==> src/rtl/ssel_pkg.sv <==
package ssel_pkg;

    typedef enum logic [1:0] {
        MODE_SOFT   = 2'd0,
        MODE_HW_OUT = 2'd1,
        MODE_HW_IN  = 2'd2
    } sel_mode_e;

    typedef struct packed {
        logic sel_n;
        logic slave_sel;
        logic ignore;
        logic master;
        logic enable;
    } core_out_t;

    localparam core_out_t CORE_RESET = '{sel_n: 1'b1, slave_sel: 1'b0,
                                         ignore: 1'b1, master: 1'b0,
                                         enable: 1'b0};

    function automatic sel_mode_e pick_mode(input logic sw_sel, input logic out_en);
        if (sw_sel)
            return MODE_SOFT;
        else if (out_en)
            return MODE_HW_OUT;
        else
            return MODE_HW_IN;
    endfunction

endpackage

==> src/rtl/ssel_sync.sv <==
module ssel_sync #(
    parameter int STAGES = 2
) (
    input  logic clk,
    input  logic rst,
    input  logic din,
    output logic dout
);
    logic [STAGES-1:0] chain;

    generate
        if (STAGES < 2) begin : g_bad
            initial $display("ssel_sync: STAGES below 2 is not supported");
        end
    endgenerate

    always_ff @(posedge clk) begin
        if (rst)
            chain <= '1;
        else
            chain <= {chain[STAGES-2:0], din};
    end

    assign dout = chain[STAGES-1];
endmodule

==> src/rtl/ssel_fault.sv <==
module ssel_fault (
    input  logic clk,
    input  logic rst,
    input  logic set_i,
    input  logic clr_i,
    output logic fault_q,
    output logic fault_d
);
    // set has priority over a clear in the same cycle
    assign fault_d = set_i | (fault_q & ~clr_i);

    always_ff @(posedge clk) begin
        if (rst)
            fault_q <= 1'b0;
        else
            fault_q <= fault_d;
    end

    // held until a clear pulse
    p_fault_sticky_r8: assert property (@(posedge clk) disable iff (rst)
        (fault_q && !clr_i) |=> fault_q);

    // condition always lands in the flag
    p_fault_set_r7: assert property (@(posedge clk) disable iff (rst)
        set_i |=> fault_q);
endmodule

==> src/rtl/ssel_drive.sv <==
module ssel_drive (
    input  logic clk,
    input  logic rst,
    input  logic hw_ok,
    input  logic xfer_start,
    output logic pad_out,
    output logic pad_oe
);
    logic drive_q;
    logic drive_d;

    // latched low from the first transfer until the output scheme is left
    assign drive_d = hw_ok & (drive_q | xfer_start);

    always_ff @(posedge clk) begin
        if (rst) begin
            drive_q <= 1'b0;
            pad_out <= 1'b1;
            pad_oe  <= 1'b0;
        end else begin
            drive_q <= drive_d;
            pad_out <= ~drive_d;
            pad_oe  <= hw_ok;
        end
    end

    // pad driven only after a valid output configuration
    p_oe_cfg_r3: assert property (@(posedge clk) disable iff (rst)
        pad_oe |-> $past(hw_ok));

    // once low it holds while the scheme stays valid
    p_nss_hold_r4: assert property (@(posedge clk) disable iff (rst)
        (!pad_out && hw_ok) |=> !pad_out);

    // undriven pad rests high
    p_nss_idle_high_r4: assert property (@(posedge clk) disable iff (rst)
        !pad_oe |-> pad_out);
endmodule

==> src/rtl/ssel_mgr.sv <==
module ssel_mgr
    import ssel_pkg::*;
#(
    parameter int SYNC_STAGES = 2
) (
    input  logic clk,
    input  logic rst,
    input  logic cfg_enable,
    input  logic cfg_master,
    input  logic cfg_sw_sel,
    input  logic cfg_int_sel,
    input  logic cfg_out_en,
    input  logic nss_pad_in,
    input  logic xfer_start,
    input  logic fault_clr,
    output logic nss_pad_out,
    output logic nss_pad_oe,
    output logic sel_n,
    output logic slave_sel,
    output logic slave_ignore,
    output logic mode_fault,
    output logic master_eff,
    output logic enable_eff
);
    sel_mode_e mode;
    logic      nss_sync;
    logic      sel_raw;
    logic      fault_set;
    logic      fault_d;
    logic      hw_ok;
    core_out_t core_d;
    core_out_t core_q;

    ssel_sync #(.STAGES(SYNC_STAGES)) u_sync (
        .clk  (clk),
        .rst  (rst),
        .din  (nss_pad_in),
        .dout (nss_sync)
    );

    assign mode = pick_mode(cfg_sw_sel, cfg_out_en);

    always_comb begin
        case (mode)
            MODE_SOFT:   sel_raw = cfg_int_sel;
            MODE_HW_OUT: sel_raw = 1'b1;
            default:     sel_raw = nss_sync;
        endcase
    end

    assign fault_set = cfg_enable & cfg_master & (mode != MODE_HW_OUT) & ~sel_raw;

    ssel_fault u_fault (
        .clk     (clk),
        .rst     (rst),
        .set_i   (fault_set),
        .clr_i   (fault_clr),
        .fault_q (mode_fault),
        .fault_d (fault_d)
    );

    assign hw_ok = (mode == MODE_HW_OUT) & cfg_master & cfg_enable & ~mode_fault;

    ssel_drive u_drive (
        .clk        (clk),
        .rst        (rst),
        .hw_ok      (hw_ok),
        .xfer_start (xfer_start),
        .pad_out    (nss_pad_out),
        .pad_oe     (nss_pad_oe)
    );

    always_comb begin
        core_d.sel_n     = sel_raw;
        core_d.slave_sel = cfg_enable & ~cfg_master & ~sel_raw;
        core_d.ignore    = ~cfg_master & ~core_d.slave_sel;
        core_d.master    = cfg_master & ~fault_d;
        core_d.enable    = cfg_enable & ~fault_d;
    end

    always_ff @(posedge clk) begin
        if (rst)
            core_q <= CORE_RESET;
        else
            core_q <= core_d;
    end

    assign sel_n        = core_q.sel_n;
    assign slave_sel    = core_q.slave_sel;
    assign slave_ignore = core_q.ignore;
    assign master_eff   = core_q.master;
    assign enable_eff   = core_q.enable;

    // software scheme takes the configuration bit
    p_soft_select_r1: assert property (@(posedge clk) disable iff (rst)
        cfg_sw_sel |=> (sel_n == $past(cfg_int_sel)));

    // pad never driven in the software scheme
    p_soft_no_drive_r1: assert property (@(posedge clk) disable iff (rst)
        cfg_sw_sel |=> !nss_pad_oe);

    // a pending fault removes master and enable
    p_fault_forces_r7: assert property (@(posedge clk) disable iff (rst)
        mode_fault |-> (!master_eff && !enable_eff));

    // a selected slave is never master and never ignores the clock
    p_slave_excl_r6: assert property (@(posedge clk) disable iff (rst)
        slave_sel |-> (!master_eff && !slave_ignore));
endmodule

==> config.mk <==
export PLATFORM = sky130hd
export DESIGN_NAME = ssel_mgr
export DESIGN_NICKNAME = d
export VERILOG_FILES = /design/src/rtl/ssel_pkg.sv /design/src/rtl/ssel_sync.sv /design/src/rtl/ssel_fault.sv /design/src/rtl/ssel_drive.sv /design/src/rtl/ssel_mgr.sv
export SDC_FILE = /design/constraint.sdc
export NUM_CORES = 1
export LEC_CHECK = 0
export ABC_AREA = 1
export BUFFER_PORTS_ARGS = -buffer_cell sky130_fd_sc_hd__buf_2
export CORE_AREA = 2 2 41 43
export CTS_CLUSTER_SIZE = 40
export DETAILED_ROUTE_END_ITERATION = 8
export DIE_AREA = 0 0 43 45
export PLACE_DENSITY = 0.54
export SYNTH_ARGS = -nofsm -noshare
export SYNTH_HDL_FRONTEND = slang
export SYNTH_SLANG_ARGS = --single-unit
==> constraint.sdc <==
create_clock -name clk -period 1 [get_ports clk]
set_clock_uncertainty 0.2 [all_clocks]
set_input_delay 0.15 -clock clk [delete_from_list [all_inputs] [get_ports clk]]
set_output_delay 0.15 -clock clk [all_outputs]
set_load 0.02 [all_outputs]
==> reports/results.ini <==
[outcome]
status = complete, but fails checks
violations = hold timing, setup timing

[detailed_routing]
vias = 326
dr.pass1.iters = 1
initialDrtViolationCount = 0
ant_nets = 0
routed_wl_um = 632
viasPerCell = 3.88
drcViolationCount = 0
wl_per_cell_um = 7.52

[layout]
antenna_cells = 0
area_delta_synth_final_pct = 57.5
nets = 79
layout_common_cells = 9 x nand2_1, 9 x buf_2, 8 x buf_6, 7 x dfxtp_2, 6 x inv_1
final_util_pct = 41.0
fillers = 161
final_layout_size_suffix_gt1_share_pct = 63.2
final_cell_area_um2 = 603

[power]
power_density_mw_per_mm2 = 1420
power.total_uw = 854
irDropWorstVdd_mv = 0.724
p_leak_nw = 0.304

[setup_path]
crit_type = in2reg
required_ns = 0.95
critPathSlowestCell = dlygate4sd3_1
start_kind = input port
arrival_ns = 1.03
critPathMaxFanout = 2
end_kind = register
crit_chain = buf_2 > dlygate4sd3_1 > nand2_1 > a21boi_2
critical-path-max-stage-delay_ns = 0.57

[clock_network]
cts_tree = done
insertion_delay_ns = 0.25
cts.sinks = 11
clk_pin_slew_ns = 0.06
cts_root_buf = clkbuf_4
cts_buffers = 3
cts_buffer_depth = 2
htree_levels = 1

[sta]
fin_hold_ws_ns = -0.123
setup_viol = 12
finalCritPeriodShare_pct = 108
grt_setup_unrepaired = true
min_period_ns = 1.08
finalHoldViolCount = 7
relSlewSlack_pct = 91.6
setup_ws_ns = -0.0760
final_max_slew_viol_count = 0
worst-slew-pin-transition_ns = 0.125
max_freq_mhz = 929

[floorplan]
die_area_mm2 = 0.00194
die_y_um = 45
initial_core_util_pct = 26.0
coreArea_mm2 = 0.00147
die_w_um = 43
fp-row-count = 14
num_io_pins = 18

[global_route]
first_global_vias = 292
antenna_found_initial = 0
grt_pass1_wl_um = 1060
grt_max_degree = 7
grt_usage_pct = 8.03
grt-ovfl-total = 0

[min_path]
min_path_type = in2reg

[logic_synthesis]
yosysWarnings = 0
syn-cell-area_um2 = 383
synth_nets = 56
ys_types = 13
yosysSeqAreaShare_pct = 57.5
ys_seq_elements = 11
synthCells = 46
avgSynthCellArea_um2 = 8.32

[job]
drv_cap = 0

[placed_design]
placed_area_um2 = 492
dp_hpwl_um = 497
gp_congestion = 0.641
port-buffer-count = 17

[repair_timing]
action	in CTS	in global routing
hold buffers	1	1
buffers inserted	0	0
setup endpoints to repair	11	13
endpoints found under the hold margin	10	7
gates resized for setup	23	6
pin swaps	1	2
[final cells by class]
cell class                      count  area, µm²  share of cell area, %
Timing Repair Buffer               18        145                   24.1
Tap cell                           16       20.0                   3.32
Sequential cell                    11        233                   38.6
Inverter                            9       33.8                   5.60
Clock buffer                        4       26.3                   4.36
Multi-Input combinational cell     26        145                   24.1
[flip-flops by register name, summed over array words and instances, names as in the netlist]
name and cells:
enable_eff 1, master_eff 1, sel_n 1, slave_ignore 1, slave_sel 1, u_drive.drive_q 1, u_drive.pad_oe 1, u_drive.pad_out 1
u_fault.fault_q 1, u_sync.chain 2
[final timing paths]
check,end,from,slack (ns),cells past startpoint
worst max-delay path,slave_ignore,cfg_master,-0.08,4
worst min-delay path,u_sync.chain[0],nss_pad_in,-0.12,2
worst max register to register,master_eff,u_fault.fault_q,-0.03,4
worst min register to register,u_sync.chain[1],u_sync.chain[0],0.21,1
[metrics by stage]
| stage | hold WS [ns] | setup slack, ns | setup TNS, ns | std cells |
|---|---|---|---|---|
| after global routing | -0.155 | -0.117 | -0.950 | 84 |
| final | -0.123 | -0.0760 | -0.508 | 84 |
| after floorplan | 0.00936 | -0.0269 | -0.0585 | 46 |
| after CTS | -0.137 | -0.0908 | -0.644 | 84 |
| after global placement | 0.134 | -0.00656 | -0.0125 | 79 |
| after detailed placement | 0.139 | -0.00788 | -0.0127 | 79 |
[logic make-up after synthesis]
| logic type | count (synthesis) | synth area share [%] |
|---|---|---|
| compound gates | 2 | 4.25 |
| buf+inv | 9 | 8.82 |
| simple gates | 24 | 29.4 |
| flops | 11 | 57.5 |
[Yosys cell counts, drive strengths merged]
master	number	area (µm²)
dfxtp	11	220
a21oi	1	5.00
nor2	7	31.3
nand2	12	47.6
nand3	2	15.0
a21boi	1	11.3
or2	3	18.8
inv	9	33.8
[metal layers]
metal  up-vias  share of wire [%]  GRT usage [%]
met2        13                 46           12.1
met5         -                  0              0
li1        176                  -              -
met3         0                9.7           8.00
met4         0                  0           3.64
met1       137                 44           7.20
[critical path: cells and delay by family]
kind                   cells  cell delay, ns
AOI/OAI and AO/OA          1            0.15
and+or+nand+nor            1            0.07
buffers and inverters      2            0.66
[report_power, final]
part / internal, mW / switching (mW) / leakage (nW)
Sequential: 0.455 / 0.00652 / 0.0916
Combinational: 0.0554 / 0.0559 / 0.197
Clock: 0.154 / 0.127 / 0.0150
Total: 0.664 / 0.190 / 0.304
No activity file was read; power rests on OpenSTA's default activity.
